===== src/rtl/rtc_cal_pkg.sv =====
// Package: shared field types, word packing and address map for the calendar clock.
// Assumes the fixed packed layouts listed in the brief.
package rtc_cal_pkg;

    typedef struct packed {
        logic [4:0] day;
        logic [4:0] hour;
        logic [5:0] min;
        logic [5:0] sec;
    } rtc_time_t;

    typedef struct packed {
        logic [4:0] cent;
        logic [6:0] year;
        logic [3:0] month;
    } rtc_date_t;

    // Word indices (byte offset / 4); the layout is software visible
    localparam int WIDX_TIME  = 0;
    localparam int WIDX_DATE  = 1;
    localparam int WIDX_ALARM = 2;
    localparam int WIDX_CTRL  = 4;
    localparam int WIDX_ASTAT = 5;

    // Last legal value of each wrapping field
    localparam logic [5:0] SEC_LAST   = 6'd59;
    localparam logic [5:0] MIN_LAST   = 6'd59;
    localparam logic [4:0] HOUR_LAST  = 5'd23;
    localparam logic [3:0] MONTH_LAST = 4'd12;
    localparam logic [6:0] YEAR_LAST  = 7'd99;

    function automatic logic [31:0] time_to_word(rtc_time_t t);
        return {3'b0, t.day, 3'b0, t.hour, 2'b0, t.min, 2'b0, t.sec};
    endfunction

    function automatic logic [31:0] date_to_word(rtc_date_t d);
        return {11'b0, d.cent, 1'b0, d.year, 4'b0, d.month};
    endfunction

    function automatic rtc_time_t word_to_time(logic [31:0] w);
        return '{day: w[28:24], hour: w[20:16], min: w[13:8], sec: w[5:0]};
    endfunction

    function automatic rtc_date_t word_to_date(logic [31:0] w);
        return '{cent: w[20:16], year: w[14:8], month: w[3:0]};
    endfunction

endpackage


===== src/rtl/rtc_cal_wrap.sv =====
// Module: one wrapping calendar field with carry in and carry out.
// Steps only when carry_in is set. A value at or above `last` goes back to `first`
// and raises carry_out, so out-of-range written values recover on the next step.
module rtc_cal_wrap #(
    parameter int W = 6
) (
    input  logic [W-1:0] val,
    input  logic [W-1:0] last,
    input  logic [W-1:0] first,
    input  logic         carry_in,
    output logic [W-1:0] nxt,
    output logic         carry_out
);
    logic at_end;

    // Decide whether this field wraps and what its next value is
    always_comb begin
        at_end    = (val >= last);
        carry_out = carry_in && at_end;
        if (!carry_in)   nxt = val;
        else if (at_end) nxt = first;
        else             nxt = val + W'(1);
    end
endmodule


===== src/rtl/rtc_cal_monthlen.sv =====
// Module: number of days in the current month, leap years included.
// Because the full year is century*100 + year, a year-in-century of zero is a leap
// year only when the century is a multiple of 4. Any other year is a leap year when
// it is a multiple of 4. Month codes outside 1..12 are treated as 31-day months.
module rtc_cal_monthlen (
    input  logic [3:0] month,
    input  logic [6:0] year,
    input  logic [4:0] cent,
    output logic [4:0] days
);
    logic leap;

    // Leap decision followed by a month-length lookup
    always_comb begin
        leap = (year == 7'd0) ? (cent[1:0] == 2'd0) : (year[1:0] == 2'd0);
        case (month)
            4'd2:                       days = leap ? 5'd29 : 5'd28;
            4'd4, 4'd6, 4'd9, 4'd11:    days = 5'd30;
            default:                    days = 5'd31;
        endcase
    end
endmodule


===== src/rtl/rtc_cal_advance.sv =====
// Module: combinational "plus one second" over the whole packed calendar.
// Produces the next time and date when step is high, and the inputs unchanged otherwise.
module rtc_cal_advance
    import rtc_cal_pkg::*;
(
    input  rtc_time_t cur_t,
    input  rtc_date_t cur_d,
    input  logic      step,
    output rtc_time_t nxt_t,
    output rtc_date_t nxt_d
);
    logic       c_sec, c_min, c_hour, c_day, c_month, c_year;
    logic [4:0] month_days;

    rtc_cal_monthlen len_i (
        .month(cur_d.month), .year(cur_d.year), .cent(cur_d.cent), .days(month_days)
    );

    rtc_cal_wrap #(.W(6)) sec_i (
        .val(cur_t.sec), .last(SEC_LAST), .first(6'd0), .carry_in(step),
        .nxt(nxt_t.sec), .carry_out(c_sec)
    );
    rtc_cal_wrap #(.W(6)) min_i (
        .val(cur_t.min), .last(MIN_LAST), .first(6'd0), .carry_in(c_sec),
        .nxt(nxt_t.min), .carry_out(c_min)
    );
    rtc_cal_wrap #(.W(5)) hour_i (
        .val(cur_t.hour), .last(HOUR_LAST), .first(5'd0), .carry_in(c_min),
        .nxt(nxt_t.hour), .carry_out(c_hour)
    );
    rtc_cal_wrap #(.W(5)) day_i (
        .val(cur_t.day), .last(month_days), .first(5'd1), .carry_in(c_hour),
        .nxt(nxt_t.day), .carry_out(c_day)
    );
    rtc_cal_wrap #(.W(4)) month_i (
        .val(cur_d.month), .last(MONTH_LAST), .first(4'd1), .carry_in(c_day),
        .nxt(nxt_d.month), .carry_out(c_month)
    );
    rtc_cal_wrap #(.W(7)) year_i (
        .val(cur_d.year), .last(YEAR_LAST), .first(7'd0), .carry_in(c_month),
        .nxt(nxt_d.year), .carry_out(c_year)
    );

    // Century is a plain 5-bit counter fed by the year carry
    always_comb nxt_d.cent = cur_d.cent + {4'd0, c_year};
endmodule


===== src/rtl/rtc_calendar.sv =====
// Module: calendar real-time clock with a 32-bit register bus.
// Assumes tick_1hz is a single-cycle strobe in the clk domain and that the bus is
// single-cycle: writes are taken on the edge, reads are combinational.
module rtc_calendar
    import rtc_cal_pkg::*;
#(
    parameter int ADDR_W = 5
) (
    input  logic              clk,
    input  logic              rst_n,
    input  logic              tick_1hz,
    input  logic              bus_wr,
    input  logic [ADDR_W-1:0] bus_addr,
    input  logic [31:0]       bus_wdata,
    output logic [31:0]       bus_rdata,
    output logic              irq_o
);
    localparam int IDX_W = ADDR_W - 2;

    logic [IDX_W-1:0] widx;
    logic             unused_lsb;
    logic [1:0]       ctrl_q;
    logic             run_en, wr_open;
    logic             wr_time, wr_date, cnt_wr, step;
    rtc_time_t        time_q, time_nx;
    rtc_date_t        date_q, date_nx;
    logic [31:0]      time_word, date_word;

    assign widx       = bus_addr[ADDR_W-1:2];
    assign unused_lsb = ^bus_addr[1:0];
    assign run_en     = ctrl_q[0];
    assign wr_open    = ctrl_q[1];
    assign irq_o      = 1'b0;

    // Counter-write qualification and tick gating (a write swallows the tick)
    always_comb begin
        wr_time = bus_wr && wr_open && (widx == IDX_W'(WIDX_TIME));
        wr_date = bus_wr && wr_open && (widx == IDX_W'(WIDX_DATE));
        cnt_wr  = wr_time || wr_date;
        step    = run_en && tick_1hz && !cnt_wr;
    end

    rtc_cal_advance adv_i (
        .cur_t(time_q), .cur_d(date_q), .step(step), .nxt_t(time_nx), .nxt_d(date_nx)
    );

    // Control register: always writable
    always_ff @(posedge clk) begin
        if (!rst_n)                                     ctrl_q <= 2'b00;
        else if (bus_wr && widx == IDX_W'(WIDX_CTRL))   ctrl_q <= bus_wdata[1:0];
    end

    // Time word: a guarded write beats a tick
    always_ff @(posedge clk) begin
        if (!rst_n)       time_q <= '0;
        else if (wr_time) time_q <= word_to_time(bus_wdata);
        else if (!wr_date) time_q <= time_nx;
    end

    // Date word: a guarded write beats a tick
    always_ff @(posedge clk) begin
        if (!rst_n)        date_q <= '0;
        else if (wr_date)  date_q <= word_to_date(bus_wdata);
        else if (!wr_time) date_q <= date_nx;
    end

    assign time_word = time_to_word(time_q);
    assign date_word = date_to_word(date_q);

    // Read mux; alarm, alarm status and unmapped words read zero
    always_comb begin
        if (widx == IDX_W'(WIDX_TIME))      bus_rdata = time_word;
        else if (widx == IDX_W'(WIDX_DATE)) bus_rdata = date_word;
        else if (widx == IDX_W'(WIDX_CTRL)) bus_rdata = {30'd0, ctrl_q};
        else                                bus_rdata = 32'd0;
    end
endmodule


===== config.mk =====
export PLATFORM = sky130hd
export DESIGN_NAME = rtc_calendar
export DESIGN_NICKNAME = d
export VERILOG_FILES = /design/src/rtl/rtc_cal_pkg.sv /design/src/rtl/rtc_cal_wrap.sv /design/src/rtl/rtc_cal_monthlen.sv /design/src/rtl/rtc_cal_advance.sv /design/src/rtl/rtc_calendar.sv
export SDC_FILE = /design/constraint.sdc
export NUM_CORES = 1
export LEC_CHECK = 0
export BUFFER_PORTS_ARGS = -buffer_cell sky130_fd_sc_hd__buf_2
export CAP_MARGIN = 20
export CORE_ASPECT_RATIO = 1.1
export CORE_UTILIZATION = 49
export DETAILED_ROUTE_END_ITERATION = 8
export PLACE_DENSITY = 0.76
export SKIP_LAST_GASP = 1
export SLEW_MARGIN = 15
export SYNTH_ARGS = -nofsm -noshare
export SYNTH_HDL_FRONTEND = slang
export SYNTH_SLANG_ARGS = --single-unit

===== constraint.sdc =====
create_clock -name clk -period 3.1 [get_ports clk]
set_input_delay 0.31 -clock clk [delete_from_list [all_inputs] [get_ports clk]]
set_output_delay 0.31 -clock clk [all_outputs]
set_load 0.005 [all_outputs]

# Word-level counts from Yosys, hierarchy flattened
# Cells that the tools add are included.
# word_totals
register_bits	40
input_bits	41
output_inout_bits	33
# op_classes
n_addsub	7
n_lt_le_gt_ge	6
n_eq_ne	9
muxes	22
reduce_logical	31
# ops
cell	count
$mux 22	2
$mux 16	2
$mux 29	1
$mux 6	4
$mux 21	1
$mux 5	4
$mux 7	2
$add 6x1->6 const B	2
$ge 6x6->1 const B	2
$logic_and 1x1->1	12
$reduce_and 2->1	6
$reduce_bool 2->1	6
$add 5x1->5 const B	2
$eq 4x3->1 const B	2
$eq 4x4->1 const B	2
$mux 4	2
$add 7x1->7 const B	1
$ge 7x7->1 const B	1
$logic_not 7->1	1
$add 5x1->5	1
$ge 5x5->1	1
$ge 5x5->1 const B	1
$add 4x1->4 const B	1
$eq 4x2->1 const B	1
other kinds (13)	15

# Logic depth before layout (Yosys ltp)
# Gate-level depths: netlist (run 1).
# logic_depth
depth_word	14
mapped_depth	16
mapped_depth_nobuf	16

# Modules after synthesis
# A second synthesis (run 1) with hierarchy kept.
# unflattened
hier_cells	565
area_unflattened_um2	4359.2
# modules_own_cells
module	n_inst	cells_per_inst	area_each_um2	seq_area_each_um2
rtc_calendar	1	258	2247.2	800.8
rtc_cal_wrap (adv_i.min_i ...)	2	52	352.8	0.0
rtc_cal_wrap (adv_i.day_i ...)	2	42	287.8	0.0
rtc_cal_wrap (adv_i.year_i)	1	61	415.4	0.0
rtc_cal_wrap (adv_i.month_i)	1	37	256.5	0.0
rtc_cal_monthlen	1	12	90.1	0.0
rtc_cal_advance	1	9	68.8	0.0

# Worst setup path before layout (run 1)
# No wires, ideal clock.
# synth_path
path_kind	register to register
startpoint	register date_q[0] (netlist name)
endpoint	register date_q[12] (netlist name)
setup_ns	0.128
arrival_time_ns	2.811
required_ns	2.972
setup_slack_ns	0.161
path_stages_with_launch	15
path_buffers	0
period_less_slack_ns	2.939
path_cell_list	dfxtp_1 > inv_1 > ha_1 > nor2_1 > nor2_1 > o31ai_1 > ha_1 > nand2b_1 > a21o_1 > and3b_1 > and3_1 > ha_1 > ha_1 > a222oi_1 > nor2_1
# synth_between
elab_chain_len	10
word_cells_on_any_way	15
# synth_rtl
element	line_no	source
from (decl)	rtc_calendar.sv:26	rtc_date_t date_q, date_nx;
from (signal assigned)	rtc_calendar.sv:63	else if (wr_date) date_q <= word_to_date(bus_wdata);
from (signal assigned)	rtc_calendar.sv:64	else if (!wr_time) date_q <= date_nx;
$eq 4x3->1 or $eq 4x4->1 (tied branches)	rtc_cal_monthlen.sv:16	case (month)
$reduce_or 4->1	rtc_cal_monthlen.sv:16	
$pmux 2 s2	rtc_cal_monthlen.sv:16	
$ge 5x5->1	rtc_cal_wrap.sv:18	at_end = (val >= last);
$logic_and 1x1->1	rtc_cal_wrap.sv:19	carry_out = carry_in && at_end;
$logic_and 1x1->1 * (2 in series)	rtc_cal_wrap.sv:19	
$add 5x1->5 *	rtc_cal_advance.sv:45	always_comb nxt_d.cent = cur_d.cent + {4'd0, c_year};
$mux 16 *	rtc_calendar.sv:64	
$mux 16 *	rtc_calendar.sv:63	
# Every way passes the cells marked *; elsewhere a longest branch is shown, timed or not. The select of a mux whose other input is x is not followed.
# A chain may end at the register's enable or synchronous reset.

# Final worst setup path (run 1)
# layout_path
startpoint	register date_q[6] (netlist name)
endpoint	register date_q[12] (netlist name)
# layout_between
elab_chain_len	11
word_cells_on_any_way	12
# layout_rtl
element	line_no	source
$logic_not 7->1	rtc_cal_monthlen.sv:15	leap = (year == 7'd0) ? (cent[1:0] == 2'd0) : (year[1:0] == 2'd0);
$mux 1	rtc_cal_monthlen.sv:15	
$mux 1	rtc_cal_monthlen.sv:17	4'd2: days = leap ? 5'd29 : 5'd28;
$pmux 2 s2	rtc_cal_monthlen.sv:16	
$ge 5x5->1	rtc_cal_wrap.sv:18	
$logic_and 1x1->1 (2 in series)	rtc_cal_wrap.sv:19	
$logic_and 1x1->1 *	rtc_cal_wrap.sv:19	
$add 5x1->5 *	rtc_cal_advance.sv:45	
$mux 16 *	rtc_calendar.sv:64	
$mux 16 *	rtc_calendar.sv:63	
# Marked as above.

==> flow_results.org, run 1 <==
** Outcome
- Status :: finished, final reports clean

** Die
- The die covers 0.00628 sq mm.
- For this design the top-level I/O count stands at 74.
- Initial Util :: 0.506
- The floorplan step defined a core boundary enclosing between 0.005 and 0.006 sq mm.
- After floorplanning, the core was divided into 29 placement rows.
- Horiz. Die Dim :: 75.6 um
- Height of the chip :: 83.0 um

** Clock network
- Number of levels the H-tree was split into :: 2
- TritonCTS built the clock tree.
- The cell sitting at the root of the clock tree is a sky130_fd_sc_hd__clkbuf_8.
- The clock passes through at most 2 buffers.
- CTS sink cnt :: 40
- TritonCTS created 5 clock buffers.
- Post-CTS setup-driven buffer insertion count :: 0
- Latest clock arrival within the worst-skew pair :: 0.30 ns
- Clock-pin slew was measured on the worst setup and hold paths at approximately 0.080 ns.

** Yosys
- Of the post-synthesis cell area, the dominant cell type holds 0.274.
- Netlist area before placement :: 0.00292 sq mm
- Of the synthesized area, sequential elements account for 0.274.
- Synthesized-area fraction occupied by adder cells :: 0.0600
- The Yosys step of the flow raised 0 warnings.
- Main combinational cell family by area after synthesis :: compound AO/OA/AOI/OAI gates
- Synthesis inferred 40 register bits.
- Yosys mapped a number of flops with a built-in enable equal to 0.
- Top FF cell, synth :: sky130_fd_sc_hd__dfxtp_1
- Syn Area/Cell :: 7.63 sq um
- Synth Area in XOR/XNOR :: 0.0120
- Synth area leaders :: sky130_fd_sc_hd__dfxtp_1 (27%), sky130_fd_sc_hd__o21ai_0 (6.2%), sky130_fd_sc_hd__ha_1 (6.0%)
- The portion of synthesized area spent on multiplexers is 0.0244.
- Synthesis produced a netlist whose cell count is 383.
- Yosys cell types :: 58
- Yosys instantiated no cell more often than sky130_fd_sc_hd__dfxtp_1.
- By count the netlist is led by sky130_fd_sc_hd__dfxtp_1 (40), sky130_fd_sc_hd__o21ai_0 (36), sky130_fd_sc_hd__nor2_1 (30), sky130_fd_sc_hd__nand2_1 (28), sky130_fd_sc_hd__a21oi_1 (27).
- Cell type with the highest aggregate area in the netlist :: sky130_fd_sc_hd__dfxtp_1
- After synthesis, the share of flip-flops with an asynchronous set or reset is 0.
- The share of the synthesized area in compound gates (AO/OA/AOI/OAI) was 0.304.
- Simple-gate share of the synthesized area :: 0.253

** Final layout
- Summed area of non-filler cells in the final layout :: 0.00340 sq mm
- Area added between synthesis and finish :: 16.3%
- Antenna cells :: 0
- The layout has ~550 filler cells.
- In the final layout, the share of cells above drive strength 1 is 0.201.
- For this run, the post-layout net count is around 490.
- Once layout is complete, the cells apart from fillers number between 500 and 600.

** Worst setup path
- The critical path is of the register to register type.
- Highest net fanout along the worst path :: 3
- The worst setup path is launched from a register.
- Capturing element type of the critical path :: register
- Arr. time, crit path :: 3.08 ns
- R2R depth :: 13
- CP Data Required Time :: 3.26 ns

** Timing
- Highest attainable clock frequency :: 342 MHz
- Least setup slack across all paths after layout :: 0.180 ns
- Final count of hold timing violations :: 0
- Hold Slack :: about 0.25 ns
- Max-Slew Margin vs Limit :: 0.462
- Summed over all failing endpoints, the final setup total negative slack is 0 ns.
- Final period utilization :: 0.942
- Number of slew-limit violations in the final report :: 0
- Number of failing setup endpoints in the final timing report :: 0
- Worst clock skew :: ~0.0074 ns
- For the pin with the worst max-slew slack, the measured transition is 0.806 ns.
- Crit path time final :: 2.92 ns
- Unrepaired setup endpoints after global routing :: no

** Hold path
- Hold Path Depth :: 3
- Worst hold-check path type :: primary input to register

** Routing
- In the routed design, unresolved DRC markers number 0.
- Final Routed Wirelength :: 8.41 mm
- Via density :: 6.27
- Routed vias :: approximately 3,200
- In the final routed layout, each cell accounts on average for between 15 and 20 um.
- Once detail routing completed, the nets flagged for antenna violations numbered 0.
- The detailed router finished its first iteration with around 300 violations.
- The first detailed-routing pass ran for 5 iterations.

** Power and ir drop
- Net load switching power :: 0.234 mW
- Internal power comes to roughly 0.72 mW.
- Sequential share of power :: 0.541
- Of the total power, the clock network draws 0.390.
- Combinational cell fraction of total power :: 0.069
- For this design the ratio of total power to cell area is 281 mW/mm^2.
- Switching Share :: 0.245
- Worst ir drop on vdd :: between 0.0001 and 0.00015 V
- Leakage component of the power :: 1.37 nW

** Global route
- Total GRT Usage :: 0.280
- Global route total overflow :: 0
- Number of antenna violations at the first check in global routing :: 0
- Number of global-route vias before repair :: 2,981
- First-pass GRT wire length :: 13.8 mm
- Entering global routing, the biggest net connects 28 pins.

** Run
- Number of max-cap violations :: 0

** Placement
- In this run the cell area measured after placement is 0.00329 sq mm.
- Post-DP HPWL :: 6.14 mm
- The congestion estimate from routability-driven global placement came to 0.944.
- The number of placed instances, taps included, is 507.
- At the placement stage, the worst setup path has a slack of 0.0186 ns.
- Port buffer count :: 52
state kept, by name (all words and copies together) (netlist names):
signal	count
date_q	16
time_q	22
ctrl_q	2
cells by family after synthesis:
kind of cell | count (synthesis)
AND/OR/NAND/NOR | 140
AO/OA/AOI/OAI | 134
buffers and inverters | 43
flip-flops | 40
adder cells (fa/ha/maj) | 14
multiplexers | 7
XOR/XNOR | 4
other | 1
cell usage in the layout (no fill, tap or decap), types with 12 or more instances in the layout:
| master | Yosys | routed |
|---|---|---|
| sky130_fd_sc_hd__ha_1 | 14 | 12 |
| sky130_fd_sc_hd__dfxtp_1 | 40 | 39 |
| sky130_fd_sc_hd__buf_4 | 10 | 19 |
| sky130_fd_sc_hd__buf_2 | 6 | 52 |
| sky130_fd_sc_hd__nand3_1 | 20 | 20 |
| sky130_fd_sc_hd__nand2_1 | 28 | 28 |
| sky130_fd_sc_hd__a31oi_1 | 18 | 18 |
| sky130_fd_sc_hd__a21oi_1 | 27 | 27 |
| sky130_fd_sc_hd__nor2_1 | 30 | 30 |
| sky130_fd_sc_hd__o21ai_0 | 36 | 36 |
metal layers:
| layer | wire length [um] | track usage |
|---|---|---|
| met1 | 3510 | 0.347 |
| met2 | 4060 | 0.475 |
| met3 | 643 | 0.0485 |
| met4 | 199 | 0.101 |
| met5 | 0 | 0 |
what timing repair did:
action                                 in CTS  in global routing
resized for setup                           0                  5
hold buffers                                0                  0
setup endpoints to repair                   0                  3
endpoints found under the hold margin       0                  0
metrics by stage:
stage	power (mW)	util
floorplan	0.567	-
global placement	0.592	0.570
detailed placement	0.593	0.570
CTS	0.956	0.586
global route	0.989	0.589
finish	0.954	0.589
worst max-delay path, stage by stage (launching register included):
cell and delay (ns):
sky130_fd_sc_hd__dfxtp_1 0.33, sky130_fd_sc_hd__nor3_2 0.24, sky130_fd_sc_hd__o211ai_1 0.12, sky130_fd_sc_hd__a21boi_0 0.22, sky130_fd_sc_hd__o31ai_1 0.11, sky130_fd_sc_hd__ha_1 0.29
sky130_fd_sc_hd__nand2b_1 0.14, sky130_fd_sc_hd__a21o_1 0.18, sky130_fd_sc_hd__and3b_1 0.18, sky130_fd_sc_hd__and3_4 0.19, sky130_fd_sc_hd__ha_2 0.18, sky130_fd_sc_hd__ha_1 0.27
sky130_fd_sc_hd__a222oi_1 0.27, sky130_fd_sc_hd__nor2_1 0.06
power groups by stage:
stage	registers, mW	clock network, mW	logic [mW]
2_1_floorplan	0.528	0	0.0389
3_3_place_gp	0.529	0	0.0637
3_5_place_dp	0.529	0	0.0641
4_1_cts	0.517	0.375	0.0645
5_1_grt	0.517	0.400	0.0720
6_report	0.517	0.372	0.0659
cell type report:
cell class,instances,area [sq um],share of cell area
sequential,40,802,0.236
inverter,10,37.5,0.0110
tap,77,96.3,0.0284
multi-input combinational,309,1970,0.579
clock buffer,8,90.1,0.0265
timing repair buffer,71,403,0.119
final timing paths:
path                startpoint          to  slack, ns
setup reg to reg     date_q[6]  date_q[12]       0.18
hold reg to reg     date_q[15]  date_q[15]       0.49
hold / removal    bus_wdata[5]   time_q[5]       0.25
setup / recovery     date_q[6]  date_q[12]       0.18
No activity file was read; power rests on OpenSTA's default activity.
==> run 2, diff against run 1 <==
CORE_UTILIZATION = 50   (was 49)
CTS_BUF_LIST = sky130_fd_sc_hd__clkbuf_2   (was unset)
PLACE_DENSITY = 0.77   (was 0.76)
==> run 2 against run 1 <==
Critical path type unchanged; final area down 1.7%; sequential share of layout area rose by 0.51 points; die area fell by 2.0%; count of clock-buffer cells in the layout is 3 lower; power is 15% lower; global-route usage is 1.1 points higher; first-iteration DRC count is 19% higher; sequential power about the same; largest cell class unchanged.
==> flow_results.org, run 2 (same netlist as run 1, synthesis figures left out) <==
** Outcome
- The flow ran to the end, and the final reports show no timing, DRC or antenna violations.

** Die
- The placeable core region was 0.00550 sq mm (-4.7%).
- Initial Util :: 0.531 (+0.0248)
- Number of cell rows :: 28 (-3.4%)
- The horizontal die dimension is 74.9 um (-0.98%).
- The number of top-level design ports was 74 (unchanged).
- The die height is 82.2 um (-0.98%).
- The overall die area is 0.00615 sq mm (-2.0%).

** Final layout
- Most common library cell in the layout ignoring fill and taps :: sky130_fd_sc_hd__buf_2
- Leaving out fill and tap cells, the most frequent cells in the layout are sky130_fd_sc_hd__buf_2 (52), sky130_fd_sc_hd__dfxtp_1 (38), sky130_fd_sc_hd__o21ai_0 (36).
- Ratio of cells with drive above 1 in the final layout :: 0.201 (+0.000460)
- Largest register by flop count :: time_q
- Final core utilization :: 0.607 (+0.0186)
- Final-stage net count :: 492 (unchanged)
- Non-filler instance count after layout :: 512 (-0.58%)
- Leading registers by flop count :: time_q: 22 flops, date_q: 16 flops, ctrl_q: 2 flops
- Antenna cells :: 0 (unchanged)
- Area added between synthesis and finish :: 14.3%
- The flip-flop count of the largest register, all copies and words added was 22 (unchanged).

** Placement
- Placed insts :: 505 (-0.39%)
- Port buffer count :: 52 (unchanged)
- Post-DP HPWL :: 6.14 mm (about the same)
- The pre-CTS setup slack came to -0.00881 ns (-0.0274 ns).
- The final RePlAce weighted congestion was 0.930 (-1.5%).

** Timing
- The final worst slack came to 0.168 ns (-0.0114 ns).
- The shortest clock period the worst path allows after layout is 2.93 ns (+0.0114 ns).
- Final count of hold timing violations :: 0 (unchanged)
- Number of failing setup endpoints in the final timing report :: 0 (unchanged)
- The slew at the pin closest to its max-slew limit was 0.785 ns (-0.0215 ns).
- Max-Slew Margin vs Limit :: 0.476 (+0.0144)
- The clock skew after layout is 0.0292 ns (+0.0217 ns).
- Unrepaired setup endpoints after global routing :: no
- Highest attainable clock frequency :: 341 MHz (-0.39%)
- The final cycle utilization of the critical path was 0.946 (+0.00369).
- The max-slew violation count was 0 (unchanged).

** Clock network
- Latest clock arrival within the worst-skew pair :: 0.42 ns (+0.12 ns)
- Number of levels the H-tree was split into :: 2 (unchanged)
- The buffer depth of the longest clock path was 2 (unchanged).
- Clock Pin Slew Worst Setup and Hold Paths :: 0.22 ns (+0.14 ns)
- CTS sink cnt :: 40 (unchanged)
- TritonCTS built the clock tree.
- CTS root buffer :: sky130_fd_sc_hd__clkbuf_2
- Number of buffers added by the clock tree synthesis step :: 5 (unchanged)

** Hold path
- The path with the worst hold slack has its endpoint at time_q[18].
- Startpoint of the tightest hold check path :: bus_wdata[25]
- Hold Path Depth :: 3 (unchanged)
- The tightest min-delay check is of the primary input to register type.

** Worst setup path
- Capture point of the worst reg-to-reg path :: date_q[12]
- The number of cells on the worst reg-to-reg path is 13 (unchanged).
- The data arrival time at the worst-slack endpoint came to 3.23 ns (+0.15 ns).
- Launching element type of the critical path :: register
- Reg-to-reg critical path startpoint :: date_q[8]
- Capturing element type of the critical path :: register
- Highest net fanout along the worst path :: 3 (unchanged)
- Startpoint-to-endpoint class of the critical path :: register to register
- CP Data Required Time :: 3.40 ns (+0.14 ns)
- Worst-case register-to-register setup slack :: 0.17 ns (about the same)

** Routing
- The number of nets with antenna violations after detailed routing is 0 (unchanged).
- The count of routing violations after the opening detailed-route iteration came to 348 (+19%).
- The detailed-route via count came to 3,214 (-0.50%).
- The vias per cell came to 6.28 (about the same).
- The detailed-route DRC error count is 0 (unchanged).
- The number of iterations in the first detailed-routing pass is 5 (unchanged).
- The final routed wirelength across all metal layers came to 8.50 mm (+1.1%).
- Drt wl/cell :: 16.6 um (+1.7%)

** Power and ir drop
- Worst ir drop on vdd :: 0.000173 V (+21%)
- Power density over the cells :: 243 mW/mm^2 (-14%)
- The cell leakage power came to 1.34 nW (-1.6%).

** Global route
- Number of antenna violations at the first check in global routing :: 0 (unchanged)
- First-pass GRT wire length :: 13.7 mm (-0.30%)
- The via count of the first global-routing pass was 2,913 (-2.3%).
- The maximum number of pins on one net before global-route repair was 28 (unchanged).
- The global routing usage summed across all routing layers was 0.291 (+0.0109).
- The total congestion overflow after global routing is 0 (unchanged).

** Run
- Number of max-cap violations :: 0 (unchanged)
-- run 2: how the worst max path moves through the flow --
| stage | start | slack (ns) | cells after the start | to |
|---|---|---|---|---|
| after floorplan | date_q[0] | 0.16 | 14 | date_q[12] |
| after global placement | date_q[6] | 0.07 | 13 | date_q[12] |
| after detailed placement | date_q[6] | -0.009 | 13 | date_q[12] |
| after CTS | date_q[1] | 0.03 | 14 | date_q[12] |
| after global routing | date_q[8] | 0.006 | 13 | date_q[12] |
| final | date_q[8] | 0.17 | 13 | date_q[12] |
-- run 2: power breakdown --
part           switching, mW  internal [mW]  total, mW
clock network          0.179         0.0465      0.225
logic                 0.0439         0.0241     0.0680
registers            0.00203          0.516      0.518
total                  0.225          0.587      0.811
-- run 2: per-stage QoR --
| stage | power (mW) | hold WS (ns) | area [sq um] | TNS [ns] |
|---|---|---|---|---|
| floorplan | 0.567 | 0.446 | 2960 | 0 |
| global placement | 0.593 | 0.483 | 3290 | 0 |
| detailed placement | 0.594 | 0.484 | 3290 | -0.00881 |
| CTS | 0.814 | 0.106 | 3330 | 0 |
| global route | 0.845 | 0.111 | 3340 | 0 |
| finish | 0.811 | 0.107 | 3340 | 0 |
-- run 2: worst max-delay path: stages (launching register included) --
cell and delay [ns]:
sky130_fd_sc_hd__dfxtp_1 0.37, sky130_fd_sc_hd__nor3_2 0.25, sky130_fd_sc_hd__o211ai_1 0.14, sky130_fd_sc_hd__a21boi_1 0.18, sky130_fd_sc_hd__o31ai_1 0.09, sky130_fd_sc_hd__ha_1 0.29, sky130_fd_sc_hd__nand2b_1 0.14, sky130_fd_sc_hd__a21o_1 0.18
sky130_fd_sc_hd__and3b_1 0.18, sky130_fd_sc_hd__and3_4 0.20, sky130_fd_sc_hd__ha_2 0.19, sky130_fd_sc_hd__ha_1 0.26, sky130_fd_sc_hd__a222oi_1 0.27, sky130_fd_sc_hd__nor2_1 0.07
-- run 2: layout make-up --
class,instances,area [sq um]
clock buffer,5,25.0
clock inverter,2,7.51
fill,538,2160
inverter,10,37.5
multi-input combinational,309,1970
sequential,40,806
tap,75,93.8
timing repair buffer,71,403
-- run 2: per-layer routing --
layer,share of wire,vias up,global-route usage
li1,-,1543,-
met1,0.42,1482,0.369
met2,0.47,166,0.490
met3,0.094,23,0.0534
met4,0.020,0,0.106
met5,0,-,0
-- run 2: what timing repair did --
item	CTS	global route
resized for setup	1	7
endpoints found under the setup margin	1	4
hold buffers	0	0
pin swaps	0	4
setup buffers	0	0
==> run 3, diff against run 2 <==
--- a/config.mk
+++ b/config.mk
@@ -12,2 +12,3 @@
 export CTS_BUF_LIST = sky130_fd_sc_hd__clkbuf_2
+export CTS_CLUSTER_SIZE = 8
 export DETAILED_ROUTE_END_ITERATION = 8
==> constraint.sdc (replaced) <==
create_clock -name clk -period 3.1 [get_ports clk]
set_input_delay 0.155 -clock clk [delete_from_list [all_inputs] [get_ports clk]]
set_output_delay 0.155 -clock clk [all_outputs]
set_load 0.005 [all_outputs]
==> run 3 against run 2 <==
Worst hold slack worse by 0.10 ns; largest cell class unchanged; first-iteration DRC count decreased by 1.4%; sequential power about the same; critical path type unchanged; sequential share of layout area decreased by 0.78 points; global-route usage decreased by 0.092 points; critical endpoint unchanged.
==> flow_results.org, run 3 (same netlist as run 1, synthesis figures left out) <==
** Outcome
- The flow ran to the end, and the final reports show no timing, DRC or antenna violations.

** Hold path
- The startpoint identified for the worst hold timing path is bus_wdata[24].
- Worst hold-check path type :: primary input to register

** Final layout
- Most used cells in the layout excluding fill and tap cells :: sky130_fd_sc_hd__buf_2 (52), sky130_fd_sc_hd__dfxtp_1 (38), sky130_fd_sc_hd__o21ai_0 (36)
- The final-stage net count is 502 (+2.0%).
- Antenna cells :: 0 (unchanged)
- Most common library cell in the layout ignoring fill and taps :: sky130_fd_sc_hd__buf_2
- Number of flip-flops under the largest register name :: 22 (unchanged)
- Ratio of cells with drive above 1 in the final layout :: 0.199 (-0.00271)
- Leading registers by flop count :: time_q: 22 flops, date_q: 16 flops, ctrl_q: 2 flops
- Largest register by flop count :: time_q
- From synthesis to final layout, the design area changed by 17.8%.
- Summed area of non-filler cells in the final layout :: 0.00344 sq mm (+3.0%)
- The final cell count without fillers is 523 (+2.1%).

** Timing
- The slew at the pin closest to its max-slew limit is 0.762 ns (-0.0227 ns).
- Max-Slew Margin vs Limit :: 0.491 (+0.0152)
- The max-slew violation count was 0 (unchanged).
- The final sum of negative setup slack is 0 ns (unchanged).
- Crit path time final :: 2.93 ns (-0.00580 ns)
- Worst clock skew :: 0.0292 ns (+0.0000762 ns)
- The number of hold violations in the final report was 0 (unchanged).
- Highest attainable clock frequency :: 342 MHz (+0.20%)
- The final cycle utilization of the critical path is 0.944 (-0.00187).
- Unrepaired setup endpoints after global routing :: no
- The count of final setup violators came to 0 (unchanged).
- The worst hold margin came to 0.00603 ns (-0.101 ns).

** Global route
- Number of antenna violations at the first check in global routing :: 0 (unchanged)
- The global-route wire length before repair is 13.7 mm (+0.20%).
- Number of global-route vias before repair :: 2,940 (+0.93%)
- The maximum number of pins on one net before global-route repair came to 28 (unchanged).
- The global routing usage summed across all routing layers was 0.290 (-0.000915).
- Global route total overflow :: 0 (unchanged)

** Worst setup path
- The maximum fanout along the worst path was 3 (unchanged).
- CP Data Required Time :: 3.42 ns (+0.02 ns)
- Reg-to-reg critical path startpoint :: date_q[7]
- The critical path is of the register to register type.
- The worst setup path is captured at a register.
- The worst setup path is launched from a register.
- Arr. time, crit path :: 3.25 ns (+0.02 ns)
- The most critical setup path has its startpoint at date_q[7].

** Routing
- The final routed wirelength across all metal layers is 8.72 mm (+2.6%).
- The detailed-route via count came to 3,311 (+3.0%).
- Number of nets still failing antenna checks after routing :: 0 (unchanged)
- The number of iterations in the first detailed-routing pass came to 5 (unchanged).
- The vias per cell is 6.33 (+0.85%).
- Number of violations reported at the end of detailed-routing iteration 0 :: 343 (-1.4%)
- Drt drc :: 0 (unchanged)
- The average wire per cell in the routed design is 16.7 um (+0.44%).

** Die
- The die height is 82.2 um (unchanged).
- The number of top-level design ports is 74 (unchanged).
- Number of cell rows :: 28 (unchanged)
- The placeable core region was 0.00550 sq mm (unchanged).
- Horiz. Die Dim :: 74.9 um (unchanged)
- Total die area :: 0.00615 sq mm (unchanged)
- The initial core utilization was 0.531 (unchanged).

** Clock network
- The clock sink total came to 40 (unchanged).
- The buffer depth of the longest clock path came to 2 (unchanged).
- The cell sitting at the root of the clock tree is a sky130_fd_sc_hd__clkbuf_2.
- TritonCTS built the clock tree.
- Clock Pin Slew Worst Setup and Hold Paths :: 0.23 ns (about the same)
- Latest clock arrival within the worst-skew pair :: 0.43 ns (about the same)
- Number of buffers added by the clock tree synthesis step :: 5 (unchanged)
- Number of levels the H-tree was split into :: 2 (unchanged)

** Power and ir drop
- Power density over the cells :: 244 mW/mm^2 (+0.32%)
- Leakage component of the power :: 1.39 nW (+3.7%)
- The worst-case vdd ir drop came to 0.000163 V (-5.7%).
- Overall power :: 0.839 mW (+3.4%)

** Placement
- Port buffer count :: 52 (unchanged)
- Post-DP HPWL :: 6.14 mm (about the same)
- RD Place Congestion :: 0.907 (-2.5%)
- Placed insts :: 505 (unchanged)
- The placed instance area came to 0.00329 sq mm (unchanged).

** Run
- The number of violations of the max-capacitance limit was 0 (unchanged).
[run 3: worst max-delay path: stages (launching register included)]
cell and delay, ns:
sky130_fd_sc_hd__dfxtp_1 0.37, sky130_fd_sc_hd__nor3_2 0.26, sky130_fd_sc_hd__o211ai_1 0.14, sky130_fd_sc_hd__a21boi_0 0.19, sky130_fd_sc_hd__o31ai_1 0.09, sky130_fd_sc_hd__ha_1 0.27, sky130_fd_sc_hd__nand2b_1 0.15, sky130_fd_sc_hd__a21o_1 0.19
sky130_fd_sc_hd__and3b_1 0.18, sky130_fd_sc_hd__and3_4 0.19, sky130_fd_sc_hd__ha_2 0.19, sky130_fd_sc_hd__ha_1 0.27, sky130_fd_sc_hd__a222oi_1 0.27, sky130_fd_sc_hd__nor2_1 0.07
[run 3: repair_timing]
action | CTS | global route
endpoints found under the hold margin | 10 | 1
buffers inserted | 0 | 0
hold buffers | 9 | 1
pin swaps | 0 | 3
setup endpoints to repair | 1 | 3
gates resized for setup | 1 | 4
[run 3: report_power, final]
part / total (mW) / internal (mW) / switching (mW)
combinational: 0.0769 / 0.0317 / 0.0452
clock: 0.243 / 0.0505 / 0.192
sequential: 0.519 / 0.517 / 0.00197
[run 3: metal layers]
| layer | up-vias | global-route usage | wire length [um] |
|---|---|---|---|
| met3 | 29 | 0.0534 | 720 |
| li1 | 1558 | - | - |
| met4 | 0 | 0.106 | 181 |
| met5 | - | 0 | 0 |
| met1 | 1560 | 0.365 | 3620 |
| met2 | 164 | 0.492 | 4200 |
[run 3: final timing paths]
kind	end	slack, ns	cells after the start
worst min register to register	date_q[15]	0.53	2
worst max-delay path	date_q[12]	0.17	13
worst min-delay path	time_q[17]	0.006	4
worst max register to register	date_q[12]	0.17	13
[run 3: final cells by class]
class / count / area (sq um)
flip-flops and latches: 40 / 803
clock inverters: 3 / 13.8
well taps: 75 / 93.8
inverters: 10 / 37.5
repair buffers: 81 / 503
fillers: 536 / 2060
clock buffers: 5 / 25.0
multi-input cells: 309 / 1970
[run 3: stage by stage]
stage / worst slack (ns) / utilization
2_1_floorplan: 0.161 / -
3_3_place_gp: 0.0895 / 0.598
3_5_place_dp: 0.0227 / 0.598
4_1_cts: 0.00868 / 0.622
5_1_grt: 0.0233 / 0.626
6_report: 0.174 / 0.626
